**src/rtl/adc_scan_pkg.sv**
```systemverilog
package adc_scan_pkg;
  localparam int FRAME_W = 16;
  localparam int CH_W    = 4;

  typedef struct packed {
    logic            vld;
    logic [CH_W-1:0] ch;
  } tag_t;

  typedef enum logic [1:0] {SQ_IDLE, SQ_LAUNCH, SQ_WAIT} seq_st_e;
  typedef enum logic [2:0] {FR_IDLE, FR_LEAD, FR_HIGH, FR_LOW, FR_GAP} fr_st_e;

  function automatic logic [FRAME_W-1:0] mk_conv_cmd(logic [CH_W-1:0] ch);
    return {3'b000, 1'b1, 1'b0, ch, 7'b0};
  endfunction
endpackage

```
**src/rtl/adc_lowest_pick.sv**
```systemverilog
module adc_lowest_pick #(
  parameter int NUM_CH = 16
) (
  input  logic [NUM_CH-1:0] mask_i,
  output logic [3:0]        idx_o,
  output logic              any_o
);
  always_comb begin
    idx_o = '0;
    any_o = 1'b0;
    for (int i = NUM_CH - 1; i >= 0; i--) begin
      if (mask_i[i]) begin
        idx_o = 4'(i);
        any_o = 1'b1;
      end
    end
  end
endmodule

```
**src/rtl/adc_spi_frame.sv**
```systemverilog
module adc_spi_frame
  import adc_scan_pkg::*;
#(
  parameter int HALF_DIV = 2
) (
  input  logic               clk_i,
  input  logic               rst_ni,
  input  logic               go_i,
  input  logic [FRAME_W-1:0] tx_word_i,
  output logic               done_o,
  output logic [FRAME_W-1:0] rx_word_o,
  output logic               sclk_o,
  output logic               cs_no,
  output logic               mosi_o,
  input  logic               miso_i
);
  localparam int DIV_W = (HALF_DIV > 1) ? $clog2(HALF_DIV) : 1;
  localparam int BIT_W = $clog2(FRAME_W);

  fr_st_e             st_q;
  logic [DIV_W-1:0]   div_q;
  logic [BIT_W-1:0]   bit_q;
  logic               gap_q;
  logic [FRAME_W-1:0] tx_q, rx_q;
  logic               tick;

  assign tick      = (div_q == DIV_W'(HALF_DIV - 1));
  assign mosi_o    = tx_q[FRAME_W-1];
  assign rx_word_o = rx_q;

  always_ff @(posedge clk_i or negedge rst_ni) begin
    if (!rst_ni) begin
      st_q   <= FR_IDLE;
      div_q  <= '0;
      bit_q  <= '0;
      gap_q  <= 1'b0;
      tx_q   <= '0;
      rx_q   <= '0;
      sclk_o <= 1'b0;
      cs_no  <= 1'b1;
      done_o <= 1'b0;
    end else begin
      done_o <= 1'b0;
      if (st_q == FR_IDLE) div_q <= '0;
      else div_q <= tick ? '0 : div_q + 1'b1;
      unique case (st_q)
        FR_IDLE: if (go_i) begin
          cs_no <= 1'b0;
          tx_q  <= tx_word_i;
          st_q  <= FR_LEAD;
        end
        FR_LEAD, FR_LOW: if (tick) begin
          sclk_o <= 1'b1;
          rx_q   <= {rx_q[FRAME_W-2:0], miso_i};
          st_q   <= FR_HIGH;
        end
        FR_HIGH: if (tick) begin
          sclk_o <= 1'b0;
          if (bit_q == BIT_W'(FRAME_W - 1)) begin
            cs_no <= 1'b1;
            bit_q <= '0;
            gap_q <= 1'b0;
            st_q  <= FR_GAP;
          end else begin
            tx_q  <= tx_q << 1;
            bit_q <= bit_q + 1'b1;
            st_q  <= FR_LOW;
          end
        end
        FR_GAP: if (tick) begin
          if (gap_q) begin
            st_q   <= FR_IDLE;
            done_o <= 1'b1;
          end else gap_q <= 1'b1;
        end
        default: st_q <= FR_IDLE;
      endcase
    end
  end

  assert_sclk_idle_R1: assert property (@(posedge clk_i) disable iff (!rst_ni)
    cs_no |-> !sclk_o);
  assert_mosi_stable_R1: assert property (@(posedge clk_i) disable iff (!rst_ni)
    (!cs_no && sclk_o) |-> $stable(mosi_o));
  assert_cs_gap_R2: assert property (@(posedge clk_i) disable iff (!rst_ni)
    $fell(cs_no) |-> ($past(cs_no, 1) && $past(cs_no, 2)));
endmodule

```
**src/rtl/adc_scan_seq.sv**
```systemverilog
module adc_scan_seq
  import adc_scan_pkg::*;
#(
  parameter int NUM_CH   = 16,
  parameter int RES_BITS = 12,
  parameter int HALF_DIV = 2
) (
  input  logic                clk_i,
  input  logic                rst_ni,
  input  logic                start_i,
  input  logic [NUM_CH-1:0]   ch_mask_i,
  output logic                busy_o,
  output logic                done_o,
  output logic                sclk_o,
  output logic                cs_no,
  output logic                mosi_o,
  input  logic                miso_i,
  output logic                smp_valid_o,
  input  logic                smp_ready_i,
  output logic [CH_W-1:0]     smp_ch_o,
  output logic [RES_BITS-1:0] smp_data_o,
  output logic                smp_err_o
);
  localparam int FLUSH_FRAMES = 2;
  localparam int LAG          = 3;

  seq_st_e            st_q;
  logic [NUM_CH-1:0]  pend_q;
  logic [1:0]         flush_q;
  tag_t [LAG-1:0]     pipe_q;
  logic [CH_W-1:0]    pick_idx;
  logic               pick_any;
  logic               frame_go, frame_done;
  logic [FRAME_W-1:0] cmd_word, rx_word;
  tag_t               new_tag;

  adc_lowest_pick #(.NUM_CH(NUM_CH)) u_pick (
    .mask_i (pend_q),
    .idx_o  (pick_idx),
    .any_o  (pick_any)
  );

  assign frame_go = (st_q == SQ_LAUNCH) && !smp_valid_o;
  assign cmd_word = pick_any ? mk_conv_cmd(pick_idx) : '0;
  assign new_tag  = '{vld: pick_any, ch: pick_idx};
  assign busy_o   = (st_q != SQ_IDLE);

  adc_spi_frame #(.HALF_DIV(HALF_DIV)) u_frame (
    .clk_i     (clk_i),
    .rst_ni    (rst_ni),
    .go_i      (frame_go),
    .tx_word_i (cmd_word),
    .done_o    (frame_done),
    .rx_word_o (rx_word),
    .sclk_o    (sclk_o),
    .cs_no     (cs_no),
    .mosi_o    (mosi_o),
    .miso_i    (miso_i)
  );

  always_ff @(posedge clk_i or negedge rst_ni) begin
    if (!rst_ni) begin
      st_q    <= SQ_IDLE;
      pend_q  <= '0;
      flush_q <= '0;
      pipe_q  <= '0;
      done_o  <= 1'b0;
    end else begin
      done_o <= 1'b0;
      unique case (st_q)
        SQ_IDLE: if (start_i) begin
          if (ch_mask_i == '0) done_o <= 1'b1;
          else begin
            pend_q  <= ch_mask_i;
            flush_q <= 2'(FLUSH_FRAMES);
            pipe_q  <= '0;
            st_q    <= SQ_LAUNCH;
          end
        end
        SQ_LAUNCH: if (frame_go) begin
          if (pick_any) pend_q <= pend_q & (pend_q - 1'b1);
          else flush_q <= flush_q - 1'b1;
          pipe_q <= {pipe_q[LAG-2:0], new_tag};
          st_q   <= SQ_WAIT;
        end
        SQ_WAIT: if (frame_done) begin
          if (pend_q == '0 && flush_q == '0) begin
            done_o <= 1'b1;
            st_q   <= SQ_IDLE;
          end else st_q <= SQ_LAUNCH;
        end
        default: st_q <= SQ_IDLE;
      endcase
    end
  end

  // oldest pipe entry is the command whose result arrives now
  always_ff @(posedge clk_i or negedge rst_ni) begin
    if (!rst_ni) begin
      smp_valid_o <= 1'b0;
      smp_ch_o    <= '0;
      smp_data_o  <= '0;
      smp_err_o   <= 1'b0;
    end else if (frame_done && pipe_q[LAG-1].vld) begin
      smp_valid_o <= 1'b1;
      smp_ch_o    <= pipe_q[LAG-1].ch;
      smp_data_o  <= rx_word[FRAME_W-5 -: RES_BITS];
      smp_err_o   <= (rx_word[FRAME_W-1 -: CH_W] != pipe_q[LAG-1].ch);
    end else if (smp_ready_i) begin
      smp_valid_o <= 1'b0;
    end
  end

  assert_hold_R8: assert property (@(posedge clk_i) disable iff (!rst_ni)
    (smp_valid_o && !smp_ready_i) |=> (smp_valid_o && $stable(smp_data_o)
      && $stable(smp_ch_o) && $stable(smp_err_o)));
  assert_no_overflow_R8: assert property (@(posedge clk_i) disable iff (!rst_ni)
    (frame_done && pipe_q[LAG-1].vld) |-> !smp_valid_o);
  assert_done_pulse_R10: assert property (@(posedge clk_i) disable iff (!rst_ni)
    done_o |=> !done_o);
  assert_done_idle_R10: assert property (@(posedge clk_i) disable iff (!rst_ni)
    done_o |-> !busy_o);
  assert_bus_quiet_R11: assert property (@(posedge clk_i) disable iff (!rst_ni)
    !busy_o |-> (cs_no && !sclk_o));
  assert_cmd_fmt_R3: assert property (@(posedge clk_i) disable iff (!rst_ni)
    frame_go |-> (cmd_word[15:13] == 3'b0 && !cmd_word[11] && cmd_word[6:0] == 7'b0));
endmodule

```
**config.mk**
```make
export PLATFORM = sky130hd
export DESIGN_NAME = adc_scan_seq
export DESIGN_NICKNAME = d
export VERILOG_FILES = /design/src/rtl/adc_scan_pkg.sv /design/src/rtl/adc_lowest_pick.sv /design/src/rtl/adc_spi_frame.sv /design/src/rtl/adc_scan_seq.sv
export SDC_FILE = /design/constraint.sdc
export NUM_CORES = 1
export LEC_CHECK = 0
export BUFFER_PORTS_ARGS = -buffer_cell sky130_fd_sc_hd__buf_2
export CAP_MARGIN = 20
export CELL_PAD_IN_SITES_DETAIL_PLACEMENT = 0
export CELL_PAD_IN_SITES_GLOBAL_PLACEMENT = 2
export CORE_AREA = 2 2 94 119
export DETAILED_ROUTE_END_ITERATION = 10
export DIE_AREA = 0 0 96 121
export MAX_ROUTING_LAYER = met4
export PLACE_DENSITY = 0.84
export SLEW_MARGIN = 30
export SYNTH_ARGS = -nofsm -noshare
export SYNTH_HDL_FRONTEND = slang
export SYNTH_SLANG_ARGS = --single-unit
```
**constraint.sdc**
```tcl
create_clock -name clk_i -period 5.8 [get_ports clk_i]
set_input_delay 1.16 -clock clk_i [delete_from_list [all_inputs] [get_ports clk_i]]
set_output_delay 1.16 -clock clk_i [all_outputs]
set_load 0.05 [all_outputs]
```
==> summary.md, run 1 <==
| Metric | Value |
|---|---|
| Cell internal pwr | 1.53 mW |
| Tmin final | 3.10 ns |
| Setup TNS | 0 ns |
| Crit path kind | in -> reg |
| Avg Vias per Cell | 5.42 |
| R2r worst-path depth | 5 |
| Worst path max stage delay | 0.65 ns |
| IO Count | 44 |
| GRT Resource Usage Total | 17.4% |
| Clock latency on the worst-skew pair | 0.34 ns |
| Logic pwr share | 31.2% |
| Worst Hold Slack | 0.477 ns |
| EDFF count, synth | 0 |
| # resized after CTS | 0 |
| Sw Pwr | 0.880 mW |
| Mapped Area | 0.00414 sq mm |
| WL final | 8830 microns |
| Most frequent cells in the layout | dfrtp_1, nand2_1, buf_2 |
| # diodes | 0 |
| Total congestion overflow | 0 |
| TritonCTS buffer count | 9 |
| Detailed Route Iter0 Violations | 142 |
| PnR Total Power | 2.41 mW |
| Setup Slack @ Placement | 2.41 ns |
| Leakage | 2.26 nW |
| Filler cells | 995 |
| Final number of max-transition violations | 0 |
| Final Net Count | 444 |
| Adder-cell share of the synthesized area | 0.605% |
| Setup ws final | 2.70 ns |
| Max Clk Rate | 323 MHz |
| Clock Power Share | 25.5% |
| Clock skew | 0.00496 ns |
| Via count | 3017 |
| Critical path arrival | 3.32 ns |
| Maximum vdd drop | 0.226 mV |
| CTS tree | yes |
| Post-synth ARST share | 100% |
| CTS Hold Bufs | 0 |
| First-pass GRT wire length | 15200 microns |
| Number of global-route vias before repair | 2936 |
| Longest Clk Path Bufs | 2 |
| CP Data Required Time | 6.02 ns |
| Post-Syn Nets | 410 |
| Compound-gate portion of the synthesized area | 14.8% |
| TritonRoute pass-1 iters | 4 |
| Power Dens Cells | 505 mW/mm^2 |
| XOR/XNOR share of the synthesized area | 1.06% |
| Slew of the pin with the lowest slew margin | 0.818 ns |
| Seq/Total Area, Yosys | 55.0% |
| RSZ-0062 raised after global routing | no |
| # setup viols final | 0 |
| #FFs+latches synth | 91 |
| Post-synthesis simple-gate area fraction | 15.6% |
| Synthesized area per cell | 10.7 sq um |
| DRC | 0 |
| Commonest non-fill, non-tap cell in the layout | dfrtp_1 |
| Port-buffer cells | 43 |
| Row cnt | 42 |
| Post-CTS setup buffer count | 0 |
| DPL Wire Length | 6130 microns |
| H-tree depth | 3 |
| Worst Setup Start Kind | input pin |
| Worst Setup End Kind | register |
| CTS clk-pin slew, worst paths | 0.06 ns |
| Layout cell share with drive strength beyond 1 | 24.0% |
| Core area | 0.0105 sq mm |
| Routed Antenna Nets | 0 |
| Post-synthesis mux area share | 9.25% |
| Fin crit share | 53.4% |
| Crit-path max FO | 35 |
| Sw Share | 36.6% |
| Root Driver | clkbuf_16 |
| Synth unique cells | 52 |
| Post-synth top area cell | dfrtp_1 |
| Final Hold Fails | 0 |
| Worst-path cell chain | buf_2, nor4_1, nand4_1, o41ai_4, buf_4, mux2_2 |
| Normalized max-slew margin | 45.5% |
| Hold/Removal Path Class | reg -> reg |
| Ys Warns | 0 |
| Initial antenna violation count | 0 |
| Routed wire per std cell | 15.9 microns |
| Run status | completed |
| Sequential share of power | 43.3% |
| Gate Count Post-Synth | 387 |
| Starting density of the core | 39.6% |
| GP Congestion | 0.817 |
| Leading post-synthesis cells by cell area | dfrtp_1, mux2_2, nand2_1 |
| Slowest-stage cell, CP | o41ai_4 |
| CTS Sinks | 91 |
| Post-route core utilization | 45.5% |
| Die X-Extent | 96 microns |
| Die Area | 0.0116 sq mm |
| Top cell type's share of synthesized area | 54.4% |
| Hold Path Stages | 1 |
| Predominant post-synthesis flop cell | dfrtp_1 |
| Synthesis-to-finish area growth | 15.1% |
| Max cap viols | 0 |
| Largest family of logic cells by synthesized area | simple AND/OR/NAND/NOR gates |
| Largest net degree at the start of global routing | 61 |
| DIE HEIGHT | 121 microns |
-- cell type report --
cell class / count / area [sq um] / share of cell area [%]
Sequential cell: 91 / 2280 / 47.8
Multi-Input combinational cell: 263 / 1730 / 36.3
Timing Repair Buffer: 47 / 248 / 5.20
Clock buffer: 11 / 233 / 4.89
Tap cell: 132 / 165 / 3.47
Clock inverter: 4 / 76.3 / 1.60
Inverter: 9 / 33.8 / 0.709
-- power groups by stage --
stage / combinational, mW / sequential (mW) / clock (mW)
2_1_floorplan: 0.615 / 0.984 / 0
3_3_place_gp: 0.741 / 1.04 / 0
3_5_place_dp: 0.751 / 1.05 / 0
4_1_cts: 0.755 / 1.04 / 0.629
5_1_grt: 0.853 / 1.07 / 0.663
6_report: 0.751 / 1.04 / 0.613
-- cells by family after synthesis --
group	Yosys count
flip-flops	91
buffers and inverters	33
XOR/XNOR	5
multiplexers	34
AND/OR/NAND/NOR	132
AO/OA/AOI/OAI	90
adder cells (fa/ha/maj)	2
-- Yosys cell counts, types with 3 or more instances --
master	instances
a22o_1	11
nor4_1	8
o21ai_0	33
nand2_1	56
nor2_1	23
buf_2	6
a211o_1	4
o2bb2ai_1	3
clkbuf_1	14
nor3_1	8
o31ai_1	4
and3_1	4
dfrtp_1	90
nand3_1	8
nor2b_1	5
nand2b_1	4
inv_1	9
xor2_1	4
a21oi_1	11
a31oi_1	3
a21o_1	4
mux2_2	34
buf_4	3
-- flip-flops by register name, summed over array words and instances (netlist names), 2 cells and up --
register           flops
u_frame.bit_q          4
st_q                   2
smp_data_o            12
pend_q                16
u_frame.rx_word_o     16
pipe_q                15
flush_q                2
smp_ch_o               4
u_frame.tx_q           9
u_frame.st_q           3
-- routing by layer --
layer,GRT usage (%),up-vias,wire length (microns)
met1,23.4,1488,4180
met4,6.96,0,151
met3,2.48,12,278
li1,-,1447,-
met2,26.5,70,4220
met5,-,-,0
-- stage by stage --
step                std cells  cell area, sq um
floorplan                 387              4140
global placement          542              4450
detailed placement        542              4450
CTS                       557              4760
global route              557              4760
finish                    557              4760
-- worst paths after layout --
check	startpoint	endpoint	slack (ns)
worst max-delay path	ch_mask_i[8]	pipe_q[4]	2.70
min in group asynchronous	rst_ni	smp_data_o[3]	0.75
worst max register to register	st_q[0]	pipe_q[4]	2.87
max in group asynchronous	rst_ni	pend_q[15]	3.93
worst min-delay path	u_frame.bit_q[3]	u_frame.bit_q[3]	0.48
worst min register to register	u_frame.bit_q[3]	u_frame.bit_q[3]	0.48
-- worst max-delay path, delay by kind of cell --
family / cells / cell delay, ns
muxes: 1 / 0.37
and+or+nand+nor: 2 / 0.59
buffers and inverters: 2 / 0.53
AOI/OAI and AO/OA: 1 / 0.65
(Power assumes the default switching activity.)
==> run 2, diff against run 1 <==
--- a/config.mk
+++ b/config.mk
@@ -9,11 +9,11 @@
 export CAP_MARGIN = 20
 export CELL_PAD_IN_SITES_DETAIL_PLACEMENT = 0
 export CELL_PAD_IN_SITES_GLOBAL_PLACEMENT = 2
-export CORE_AREA = 2 2 94 119
+export CORE_AREA = 2 2 97 122
 export DETAILED_ROUTE_END_ITERATION = 10
-export DIE_AREA = 0 0 96 121
+export DIE_AREA = 0 0 99 124
 export MAX_ROUTING_LAYER = met4
-export PLACE_DENSITY = 0.84
+export PLACE_DENSITY = 0.8
 export SLEW_MARGIN = 30
 export SYNTH_ARGS = -nofsm -noshare
 export SYNTH_HDL_FRONTEND = slang
==> constraint.sdc (replaced) <==
create_clock -name clk_i -period 3.09 [get_ports clk_i]
set_input_delay 0.618 -clock clk_i [delete_from_list [all_inputs] [get_ports clk_i]]
set_output_delay 0.618 -clock clk_i [all_outputs]
set_load 0.05 [all_outputs]
==> run 2 against run 1 <==
  * Clock skew about the same
  * Clock-buffer cell count unchanged
  * Wire length about the same
  * Core utilization down 1.5 points
  * Critical endpoint is now pend_q[13]
==> summary.md, run 2 (synthesis results as in run 1) <==
| Metric | Value |
|---|---|
| Run status | completed |
| DIE HEIGHT | 124 microns |
| Total congestion overflow | 0 |
| Commonest non-fill, non-tap cell in the layout | dfrtp_1 |
| Final number of max-transition violations | 0 |
| # diodes | 0 |
| CTS Hold Bufs | 0 |
| Worst Setup Start Kind | register |
| Hold/Removal Path Class | in -> async |
| Leakage | 2.31 nW |
| Root Driver | clkbuf_16 |
| RSZ-0062 raised after global routing | no |
| Fin crit share | 75.5% |
| Met1 Track Usage GR | 21.2% |
| Reg2Reg Launch Point | pend_q[11] |
| Synthesis-to-finish area growth | 17.3% |
| Max cap viols | 0 |
| Slew of the pin with the lowest slew margin | 0.774 ns |
| IO Count | 44 |
| GR peak layer | met2 |
| Power Dens Cells | 958 mW/mm^2 |
| CTS Sinks | 91 |
| Crit-path max FO | 16 |
| R2R setup slack | 0.76 ns |
| Met2 Track Usage GR | 24.8% |
| Core area | 0.0110 sq mm |
| Die X-Extent | 99 microns |
| First-pass GRT wire length | 15200 microns |
| Worst Hold Slack | 0.251 ns |
| Row cnt | 43 |
| Final Net Count | 448 |
| Number of global-route vias before repair | 3002 |
| CP Data Required Time | 3.31 ns |
| CTS tree | yes |
| H-tree depth | 3 |
| # resized after CTS | 0 |
| End of the critical path | pend_q[13] |
| GRT Resource Usage Total | 16.2% |
| Post-CTS setup buffer count | 0 |
| Largest net degree at the start of global routing | 55 |
| Layout cell share with drive strength beyond 1 | 25.1% |
| R2r worst-path depth | 5 |
| Clock skew | 0.00545 ns |
| Finished Layout Cells | 565 |
| Via count | 3009 |
| Setup TNS | 0 ns |
| Tmin final | 2.33 ns |
| Detailed Route Iter0 Violations | 133 |
| WL final | 8830 microns |
| GP Congestion | 0.782 |
| Worst Setup End Kind | register |
| Routed wire per std cell | 15.6 microns |
| Routed Antenna Nets | 0 |
| Dpl cells | 549 |
| Critical R2R Capture | pend_q[13] |
| DRC | 0 |
| Port-buffer cells | 43 |
| Maximum vdd drop | 0.485 mV |
| Final Hold Fails | 0 |
| TritonRoute pass-1 iters | 4 |
| Clock latency on the worst-skew pair | 0.34 ns |
| Setup ws final | 0.756 ns |
| Crit path kind | reg -> reg |
| Max Clk Rate | 428 MHz |
| Critical path arrival | 2.56 ns |
| Normalized max-slew margin | 48.3% |
| Filler cells | 1068 |
| Initial antenna violation count | 0 |
| # setup viols final | 0 |
| Starting density of the core | 37.5% |
| Setup Slack @ Placement | 0.607 ns |
| Most frequent cells in the layout | dfrtp_1, nand2_1, buf_2 |
| CP startpoint | pend_q[11] |
| TritonCTS buffer count | 9 |
| CTS clk-pin slew, worst paths | 0.06 ns |
| Avg Vias per Cell | 5.33 |
| DPL Wire Length | 6230 microns |
| Longest Clk Path Bufs | 2 |
| Die Area | 0.0123 sq mm |
| M3 GR Usage | 3.98% |
## run 2: worst max-delay path: stages (launching register included)
cell     delay (ns)
dfrtp_1        0.44
nor4_2         0.51
and4_1         0.46
and2_4         0.31
nor3_4         0.12
a221o_1        0.37
## run 2: how the worst min path moves through the flow
stage	start	endpoint	slack, ns
2_1_floorplan	rst_ni	done_o	0.32
3_3_place_gp	u_frame.bit_q[3]	u_frame.bit_q[3]	0.46
3_5_place_dp	u_frame.tx_q[9]	u_frame.tx_q[9]	0.47
4_1_cts	rst_ni	st_q[1]	0.26
5_1_grt	rst_ni	smp_data_o[1]	0.29
6_report	rst_ni	smp_data_o[2]	0.25
## run 2: where the power goes
part           switching [mW]  internal, mW  total (mW)  leakage [nW]
combinational           0.818         0.645        1.46         0.956
clock                   0.440         0.810        1.25         0.169
sequential              0.393          1.54        1.94          1.19
total                    1.65          3.00        4.65          2.31
## run 2: routing by layer
layer,part of all wire (%),routed length [microns]
met4,1.4,120
met1,47,4190
met2,47,4150
met5,0,0
met3,4.1,365
## run 2: through the flow
stage	util [%]	total power [mW]	cell area, sq um
after floorplan	-	3.00	4140
after global placement	40.9	3.38	4510
after detailed placement	40.9	3.43	4510
after CTS	44.0	4.70	4850
after global routing	44.0	4.98	4850
final	44.0	4.65	4850
## run 2: cell type report
class                           instances  area [sq um]  area share, %
Clock buffer                           11           243           5.00
Clock inverter                          5           100           2.06
Inverter                                9          33.8          0.696
Multi-Input combinational cell        263          1730           35.6
Sequential cell                        91          2280           46.9
Tap cell                              135           169           3.48
Timing Repair Buffer                   51           303           6.24
==> run 3, diff against run 2 <==
--- a/config.mk
+++ b/config.mk
@@ -9,11 +9,11 @@
 export CAP_MARGIN = 20
 export CELL_PAD_IN_SITES_DETAIL_PLACEMENT = 0
 export CELL_PAD_IN_SITES_GLOBAL_PLACEMENT = 2
-export CORE_AREA = 2 2 97 122
+export CORE_AREA = 2 2 102 129
 export DETAILED_ROUTE_END_ITERATION = 10
-export DIE_AREA = 0 0 99 124
+export DIE_AREA = 0 0 104 131
 export MAX_ROUTING_LAYER = met4
-export PLACE_DENSITY = 0.8
+export PLACE_DENSITY = 0.76
 export SLEW_MARGIN = 30
 export SYNTH_ARGS = -nofsm -noshare
 export SYNTH_HDL_FRONTEND = slang
==> constraint.sdc (replaced) <==
create_clock -name clk_i -period 1.9 [get_ports clk_i]
set_input_delay 0.38 -clock clk_i [delete_from_list [all_inputs] [get_ports clk_i]]
set_output_delay 0.38 -clock clk_i [all_outputs]
set_load 0.05 [all_outputs]
==> run 3 against run 2 <==
  * Sequential power up 58%
  * Worst hold slack worse by 0.24 ns
  * Maximum frequency up 21%
  * Highest routed layer unchanged
  * Largest cell class unchanged
  * Critical endpoint is now pend_q[15]
  * Combinational power up 120%
  * Cell count up 16%
  * The flow now finishes with violations (negative setup slack)
==> summary.md, run 3 (synthesis results as in run 1) <==
| Metric | Value |
|---|---|
| H-tree depth | 3 |
| Commonest non-fill, non-tap cell in the layout | dfrtp_1 |
| WL final | 9680 microns |
| Port-buffer cells | 43 |
| TritonCTS buffer count | 9 |
| Hold/Removal Path Class | in -> async |
| Layout cell share with drive strength beyond 1 | 37.4% |
| Clock skew | 0.00755 ns |
| Slowest-stage cell, CP | dfrtp_2 |
| Post-route core utilization | 43.5% |
| Starting density of the core | 33.3% |
| Power Dens Cells | 1520 mW/mm^2 |
| # setup viols final | 2 |
| Row cnt | 46 |
| Filler cells | 1223 |
| End of the critical path | pend_q[15] |
| Routed wire per std cell | 14.8 microns |
| Core area | 0.0124 sq mm |
| Post-layout instance area | 0.00541 sq mm |
| DRC | 0 |
| Tmin final | 1.92 ns |
| Avg Vias per Cell | 4.99 |
| Number of global-route vias before repair | 3306 |
| Crit path kind | reg -> reg |
| Worst path max stage delay | 0.46 ns |
| CTS Sinks | 91 |
| Final Hold Fails | 0 |
| Critical path arrival | 2.14 ns |
| Critical path depth in cells | 7 |
| Worst Setup End Kind | register |
| Normalized max-slew margin | 67.0% |
| Reg2Reg Launch Point | st_q[0] |
| CP startpoint | st_q[0] |
| Clock latency on the worst-skew pair | 0.33 ns |
| Detailed Route Iter0 Violations | 147 |
| CTS clk-pin slew, worst paths | 0.06 ns |
| Worst Setup Start Kind | register |
| Die X-Extent | 104 microns |
| Synthesis-to-finish area growth | 30.8% |
| Routed Antenna Nets | 0 |
| CTS Hold Bufs | 0 |
| R2R setup slack | -0.02 ns |
| DPL Wire Length | 7090 microns |
| First-pass GRT wire length | 16600 microns |
| IO Count | 44 |
| # diodes | 0 |
| Crit-path max FO | 7 |
| Setup ws final | -0.0237 ns |
| Most frequent cells in the layout | dfrtp_1, buf_4, nand2_1 |
| DIE HEIGHT | 131 microns |
| Critical R2R Capture | pend_q[15] |
| GRT Resource Usage Total | 15.7% |
| Total congestion overflow | 0 |
| Slew of the pin with the lowest slew margin | 0.495 ns |
| Root Driver | clkbuf_16 |
| Maximum vdd drop | 0.584 mV |
| R2r worst-path depth | 7 |
| CTS tree | yes |
| GP Congestion | 0.859 |
| TritonRoute pass-1 iters | 5 |
| Cell mode on critical path | buf_6 |
| CP Data Required Time | 2.12 ns |
| Placed instance area | 0.00490 sq mm |
| Run status | finished with violations |
| Final Net Count | 505 |
| Leakage | 2.59 nW |
| Initial antenna violation count | 0 |
| CP Buf/Inv Count | 3 |
| Largest net degree at the start of global routing | 41 |
| RSZ-0062 raised after global routing | yes |
| Family with the most delay on the worst path | compound AO/OA/AOI/OAI gates |
| Die Area | 0.0136 sq mm |
| Fin crit share | 101% |
| Longest Clk Path Bufs | 2 |
| Violated checks | negative setup slack |
| Final number of max-transition violations | 0 |
| Max cap viols | 0 |
| Max Clk Rate | 520 MHz |
| Via count | 3262 |
| Worst-path cell chain | a211oi_2, buf_4, o41ai_4, buf_6, buf_6, or3_1, a22o_1 |
[run 3: changes by cell type in the layout (fill, tap and decap cells not counted), moves of 2 or more]
cell        before  now
buf_4            7   58
buf_6            0    8
clkinv_2         2    0
clkinvlp_4       0    2
dfrtp_1         90   86
dfrtp_2          0    4
nor2_1          23   21
nor2_2           0    2
nor4_1           8    6
nor4_4           1    3
[run 3: through the flow]
stage               power [mW]  hold slack [ns]  setup WS, ns  setup TNS [ns]  instances
floorplan                 4.88           0.0844      -0.00358        -0.00403        387
global placement          5.96            0.388        -0.159           -2.34        631
global route              8.78           0.0444       -0.0771          -0.610        654
detailed placement        6.02            0.386        -0.161           -2.43        631
CTS                       8.05           0.0243       -0.0411          -0.286        647
finish                    8.21           0.0118       -0.0237         -0.0347        654
[run 3: layout make-up]
type                            count  area [sq um]  share of cell area (%)
Sequential cell                    91          2280                    42.2
Clock inverter                      4          75.1                    1.39
Inverter                            9          33.8                   0.624
Tap cell                          168           210                    3.88
Clock buffer                       11           243                    4.48
Timing Repair Buffer              108           751                    13.9
Multi-Input combinational cell    263          1820                    33.6
[run 3: where the power goes]
part / internal (mW) / switching [mW] / leakage [nW]
Combinational: 1.59 / 1.67 / 1.26
Sequential: 2.52 / 0.540 / 1.18
Clock: 1.18 / 0.708 / 0.148
Total: 5.29 / 2.92 / 2.59
[run 3: worst min-delay path by stage]
stage / start / to / depth (start not counted)
floorplan: rst_ni / done_o / 0
global placement: rst_ni / smp_data_o[2] / 1
detailed placement: rst_ni / smp_data_o[3] / 1
CTS: rst_ni / smp_data_o[3] / 1
global route: rst_ni / smp_data_o[3] / 1
finish: rst_ni / smp_data_o[1] / 1
[run 3: worst reg2reg max path: cells and delay by family (launching register included)]
| kind | cells | cell delay (ns) |
|---|---|---|
| compound gates | 3 | 0.52 |
| buf+inv | 3 | 0.45 |
| flops | 1 | 0.46 |
| simple gates | 1 | 0.38 |
[run 3: repair_timing]
item,CTS,global route
gates resized for setup,14,20
pin swaps,8,18
endpoints found under the hold margin,0,0
endpoints found under the setup margin,25,30
buffers inserted,2,7
cloned,0,0
[run 3: per-layer routing]
layer / track usage, % / vias to the layer above / part of all wire, %
li1: - / 1575 / -
met1: 19.5 / 1586 / 46
met2: 25.3 / 82 / 49
met3: 2.28 / 19 / 3.2
met4: 7.87 / 0 / 2.4
met5: - / - / 0
